<file path="src/rtl/dispctl_regbank.sv">
module dispctl_regbank #(
  parameter int CLK_HZ     = 50_000_000,
  parameter int RST_MIN_NS = 10_000,
  parameter int RECOVER_NS = 1_000
) (
  input  logic       clk,
  input  logic       rst_pin_n,
  input  logic       wr_en,
  input  logic [4:0] wr_sel,
  input  logic [7:0] wr_data,
  input  logic       ser_shift,
  input  logic       ser_bit,
  input  logic [4:0] rd_sel,
  output logic [7:0] rd_data,
  output logic       busy,
  output logic [6:0] ctrl_flags,
  output logic [7:0] col_addr,
  output logic [6:0] start_line,
  output logic [3:0] page_addr,
  output logic [7:0] contrast,
  output logic [2:0] duty_sel,
  output logic [2:0] bias_sel,
  output logic [1:0] boost_mult,
  output logic [4:0] nline_cnt
);
  localparam int CYC_PER_US  = CLK_HZ / 1_000_000;
  localparam int MIN_LOW_CYC = CYC_PER_US * RST_MIN_NS / 1000;
  localparam int RECOV_CYC   = CYC_PER_US * RECOVER_NS / 1000;
  localparam int LW = $clog2(MIN_LOW_CYC + 1);
  localparam int RW = $clog2(RECOV_CYC + 1);

  localparam logic [4:0] SEL_FLAGS = 5'd0, SEL_COL = 5'd1, SEL_LINE = 5'd2,
                         SEL_PAGE = 5'd3, SEL_CTR = 5'd4, SEL_DUTY = 5'd5,
                         SEL_BIAS = 5'd6, SEL_BOOST = 5'd7, SEL_NLINE = 5'd8,
                         SEL_SER = 5'd9, SEL_RESET = 5'd31;

  localparam logic [7:0] CTR_DEF   = 8'hFF;
  localparam logic [2:0] DUTY_DEF  = 3'd7;
  localparam logic [2:0] BIAS_DEF  = 3'd0;
  localparam logic [1:0] BOOST_DEF = 2'd2;

  logic          pin_s1, pin_s2;
  logic [LW-1:0] low_cnt;
  logic [RW-1:0] rec_cnt;
  logic [7:0]    ser_q;
  logic          hold;

  always_ff @(posedge clk) begin
    pin_s1 <= rst_pin_n;
    pin_s2 <= pin_s1;
  end

  always_ff @(posedge clk) begin
    if (pin_s2)
      low_cnt <= '0;
    else if (low_cnt != LW'(MIN_LOW_CYC))
      low_cnt <= low_cnt + 1'b1;
  end

  assign hold = !pin_s2 && (low_cnt == LW'(MIN_LOW_CYC));

  always_ff @(posedge clk) begin
    if (hold)
      rec_cnt <= RW'(RECOV_CYC);
    else if (rec_cnt != '0)
      rec_cnt <= rec_cnt - 1'b1;
  end

  assign busy = hold || (rec_cnt != '0);

  wire wr_ok  = wr_en && !busy;
  wire cmd_rs = wr_ok && (wr_sel == SEL_RESET);

  always_ff @(posedge clk) begin
    if (hold) begin
      ctrl_flags <= '0;
      ser_q      <= '0;
    end else begin
      if (wr_ok && wr_sel == SEL_FLAGS) ctrl_flags <= wr_data[6:0];
      if (ser_shift && !busy)           ser_q      <= {ser_q[6:0], ser_bit};
    end
  end

  always_ff @(posedge clk) begin
    if (hold || cmd_rs) begin
      col_addr   <= '0;
      start_line <= '0;
      page_addr  <= '0;
      contrast   <= CTR_DEF;
      duty_sel   <= DUTY_DEF;
      bias_sel   <= BIAS_DEF;
      boost_mult <= BOOST_DEF;
      nline_cnt  <= '0;
    end else if (wr_ok) begin
      case (wr_sel)
        SEL_COL:   col_addr   <= wr_data;
        SEL_LINE:  start_line <= wr_data[6:0];
        SEL_PAGE:  page_addr  <= wr_data[3:0];
        SEL_CTR:   contrast   <= wr_data;
        SEL_DUTY:  duty_sel   <= wr_data[2:0];
        SEL_BIAS:  bias_sel   <= wr_data[2:0];
        SEL_BOOST: boost_mult <= wr_data[1:0];
        SEL_NLINE: nline_cnt  <= wr_data[4:0];
        default: ;
      endcase
    end
  end

  always_comb begin
    case (rd_sel)
      SEL_FLAGS: rd_data = {1'b0, ctrl_flags};
      SEL_COL:   rd_data = col_addr;
      SEL_LINE:  rd_data = {1'b0, start_line};
      SEL_PAGE:  rd_data = {4'b0, page_addr};
      SEL_CTR:   rd_data = contrast;
      SEL_DUTY:  rd_data = {5'b0, duty_sel};
      SEL_BIAS:  rd_data = {5'b0, bias_sel};
      SEL_BOOST: rd_data = {6'b0, boost_mult};
      SEL_NLINE: rd_data = {3'b0, nline_cnt};
      SEL_SER:   rd_data = ser_q;
      default:   rd_data = 8'h00;
    endcase
  end

  a_r7_busy_freeze: assert property (@(posedge clk) disable iff (hold)
    busy |=> ($stable(ctrl_flags) && $stable(contrast) && $stable(col_addr) && $stable(ser_q)));

  a_r3_cmd_keeps_flags: assert property (@(posedge clk) disable iff (hold)
    (wr_en && !busy && wr_sel == SEL_RESET && !ser_shift) |=> ($stable(ctrl_flags) && $stable(ser_q)));

  a_r3_cmd_restores: assert property (@(posedge clk) disable iff (hold)
    (wr_en && !busy && wr_sel == SEL_RESET) |=> (contrast == CTR_DEF && duty_sel == DUTY_DEF && boost_mult == BOOST_DEF));

  a_r6_recovery_busy: assert property (@(posedge clk) disable iff (hold)
    $past(hold) |-> busy);

  a_r8_unused_sel: assert property (@(posedge clk) disable iff (hold)
    (wr_en && !busy && wr_sel > SEL_NLINE && wr_sel != SEL_RESET) |=>
      ($stable(ctrl_flags) && $stable(contrast) && $stable(col_addr) && $stable(nline_cnt)));
endmodule

</file>
<file path="config.mk">
export PLATFORM = sky130hd
export DESIGN_NAME = dispctl_regbank
export DESIGN_NICKNAME = d
export VERILOG_FILES = /design/src/rtl/dispctl_regbank.sv
export SDC_FILE = /design/constraint.sdc
export NUM_CORES = 1
export LEC_CHECK = 0
export ABC_AREA = 1
export ABC_CLOCK_PERIOD_IN_PS = 1500
export BUFFER_PORTS_ARGS = -buffer_cell sky130_fd_sc_hd__buf_2
export CAP_MARGIN = 5
export CORE_UTILIZATION = 40
export CTS_CLUSTER_DIAMETER = 80
export DETAILED_ROUTE_END_ITERATION = 16
export SLEW_MARGIN = 10
export SYNTH_ARGS = -nofsm -noshare
export SYNTH_HDL_FRONTEND = slang
export SYNTH_SLANG_ARGS = --single-unit
</file>
<file path="constraint.sdc">
create_clock -name clk -period 1.5 [get_ports clk]
set_clock_uncertainty 0.15 [all_clocks]
set_input_delay 0.075 -clock clk [delete_from_list [all_inputs] [get_ports clk]]
set_output_delay 0.075 -clock clk [all_outputs]
set_load 0.05 [all_outputs]
</file>
==> impl_metrics.yaml <==
outcome:
  status: "finished with violations"
  failed_checks: "setup timing"
route:
  first_pass_iters: 5
  wl_um: 13600
  route.detailed.drc: 0
  vias_per_cell: 5.27
  vias: 4380
  avgRoutedWirePerCell_um: 16.3
  drt_iter0_drc: 297
  drtAntennaViolNets: 0
yosys:
  synth_fa_ha_area_share_pct: 1.37
  synth_area_mm2: 0.00364
  synth-seq-cells: 72
  synthDistinctLibCells: 31
  syn_area_per_cell_um2: 6.71
  yosys_most_used_dff: "dfxtp_1"
  yosysSeqAreaShare_pct: 39.6
  synthMuxAreaShare_pct: 0
  synthXorXnorAreaFrac_pct: 0.241
  synth_top_family_by_area: "simple AND/OR/NAND/NOR gates"
  synth_simple_gate_area_share_pct: 40.7
  synth_cells: 543
  synth_edf_count: 0
  yosysWarnings: 0
  synth.net_count: 570
  synthArstFlopShare_pct: 0
  synth-compound-area-share_pct: 6.87
die:
  pin_count: 79
  fp.dieH_um: 97.4
  core_area_mm2: 0.00876
  dieArea_mm2: 0.00949
  start_util_pct: 41.5
  die_x_um: 97.4
  rows: 34
grt:
  antenna_found_initial: 0
  grt_pass1_vias: 4038
  grt_overflow: 0
  grt_max_degree: 17
  grt_pass1_wl_um: 19500
  grt_usage_pct: 26.1
clock_network:
  cts_buffer_depth: 2
  path_clk_slew_ps: 80
  insertion_delay_ps: 350
  numCtsBuffers: 9
  cts_max_level: 3
  cts_tree: "done"
  cts_root_buf: "clkbuf_8"
  clock-sinks: 72
layout:
  syn2layout_area_growth_pct: 66.4
  mostFrequentLayoutCells: "114 x nand2_1, 88 x nor2_1, 67 x buf_2, 64 x buf_4, 45 x inv_1"
  ff_latch_area_mm2: 0.00149
  fill_cells: 687
  multi_input_area_mm2: 0.00248
  num-nets-final: 744
  final_cells: 831
  layout_commonest_cell: "nand2_1"
  drive_gt1_share_pct: 50.8
setup_path:
  startpoint_type: "flop"
  critical_path_class: "reg2reg"
  crit_path_max_incr_delay_ps: 350
  path_delay_family: "buffers and inverters"
  critPathCaptureType: "flop"
  crit_buf_inv: 4
  critPathMaxFanout: 6
  r2r-end: "start_line[6]"
  cpMaxStageDelayCell: "dfxtp_2"
  cp_cell_sequence: "inv_2 > ha_4 > nand2_4 > nor2_8 > buf_4 > a31oi_4 > buf_6 > clkbuf_16 > nand2_1 > nor2_1"
  ff2ff_path_depth: 10
  crit_required_ps: 1640
  r2r-start: "rec_cnt[0]"
  crit_arrival_ps: 1910
  r2r_slack_ps: -270
timing:
  finalSetupViolCount: 59
  setup_slack_ps: -272
  period_share_pct: 118
  fmax_ghz: 0.564
  tns_ps: -10720
  finalCriticalPeriod_ps: 1770
  finalHoldViolCount: 0
  slew_headroom_pct: 64.1
  tightest_slew_ps: 538
  hold_ws_ps: 47.6
  rsz0062_at_grt: "yes"
  maxSlewViolCount: 0
hold_path:
  holdCritStartpoint: "wr_sel[4]"
  min_path_type: "in2reg"
  holdPathEnd: "duty_sel[2]"
  whs_path_depth: 5
power:
  power_mw: 4.01
  ir_drop_v: 0.000505
  leakagePower_nw: 3.05
  power_density_mw_per_mm2: 662
place:
  post-place-ws_ps: -184
  io_buffer_count: 78
  placed_cells: 762
  gp_congestion: 0.853
  place_hpwl_um: 7830
run:
  drv_cap: 0
-- metal layers --
layer / part of all wire [%] / up-vias / wire length [um] / global-route usage (%)
met5: 0 / - / 0 / 0
met3: 7.1 / 45 / 968 / 3.60
met2: 48 / 221 / 6550 / 45.3
met1: 41 / 2038 / 5560 / 33.1
met4: 3.6 / 0 / 488 / 9.05
li1: - / 2076 / - / -
-- final cells by class --
cell class,count,area share (%)
antenna,1,0.0413
tap,108,2.23
clock buffer,12,2.75
multi-input combinational,386,40.9
clock inverter,4,0.826
timing repair buffer,175,23.8
inverter,73,4.85
sequential,72,24.6
-- logic make-up after synthesis --
group	Yosys count
XOR/XNOR	1
AO/OA/AOI/OAI	45
flip-flops	72
adder cells (fa/ha/maj)	4
buffers and inverters	89
AND/OR/NAND/NOR	332
-- registers in the layout, indices dropped and copies added (netlist names) --
register / cells
duty_sel: 3
pin_s2: 1
ser_q: 8
ctrl_flags: 7
bias_sel: 3
rec_cnt: 6
boost_mult: 2
col_addr: 8
nline_cnt: 5
page_addr: 4
pin_s1: 1
start_line: 7
low_cnt: 9
contrast: 8
-- through the flow --
step / instance area, um^2 / utilization, %
final: 6060 / 69.1
after global routing: 6050 / 69.1
after CTS: 5380 / 61.4
after detailed placement: 4570 / 52.2
after global placement: 4570 / 52.2
after floorplan: 3800 / -
-- worst max-delay path by stage --
stage	from	to	slack [ps]	cells past startpoint
final	rec_cnt[0]	start_line[6]	-270	10
after detailed placement	rd_sel[1]	rd_data[3]	-180	8
after global placement	rd_sel[2]	rd_data[2]	-170	9
after floorplan	low_cnt[0]	col_addr[5]	-100	11
after CTS	low_cnt[1]	busy	-220	8
after global routing	low_cnt[1]	page_addr[0]	-320	12
-- worst register-to-register path: cells and delay by family, from the launching register on --
family	cells	cell delay [ps]
simple gates	4	270
flops	1	350
compound gates	1	210
fa+ha+maj	1	150
buf+inv	4	570
-- synthesized netlist by cell type (2+ instances only) --
master	count	area [um^2]
a21oi_1	9	45.0
inv_1	71	267
nand3_1	43	215
inv_2	2	7.51
buf_6	7	78.8
nand4_2	2	25.0
nand4_4	4	85.1
dfxtp_1	72	1440
o21ai_1	5	25.0
nor3_1	8	40.0
o22ai_1	8	50.1
or2_2	2	12.5
o21ai_0	17	85.1
a31oi_1	4	25.0
ha_1	4	50.1
nor2_1	105	394
nand3b_1	3	22.5
nor2_2	2	12.5
nand4_1	4	25.0
nand2_1	147	552
nand2_2	7	43.8
buf_2	8	40.0
-- report_power, final --
part | switching (mW) | total, mW | leakage, nW | internal (mW)
Clock | 0.797 | 1.71 | 0.104 | 0.914
Sequential | 0.00584 | 1.92 | 0.580 | 1.92
Combinational | 0.229 | 0.378 | 2.36 | 0.149
-- what timing repair did --
| action | in CTS | in global routing |
|---|---|---|
| hold buffers | 12 | 0 |
| gates cloned | 6 | 6 |
| resized for setup | 69 | 140 |
| setup buffers | 15 | 17 |
| endpoints found under the hold margin | 55 | 0 |
| pin swaps | 13 | 47 |
| endpoints found under the setup margin | 69 | 73 |
Note: power is estimated with default switching activity, not from simulation.
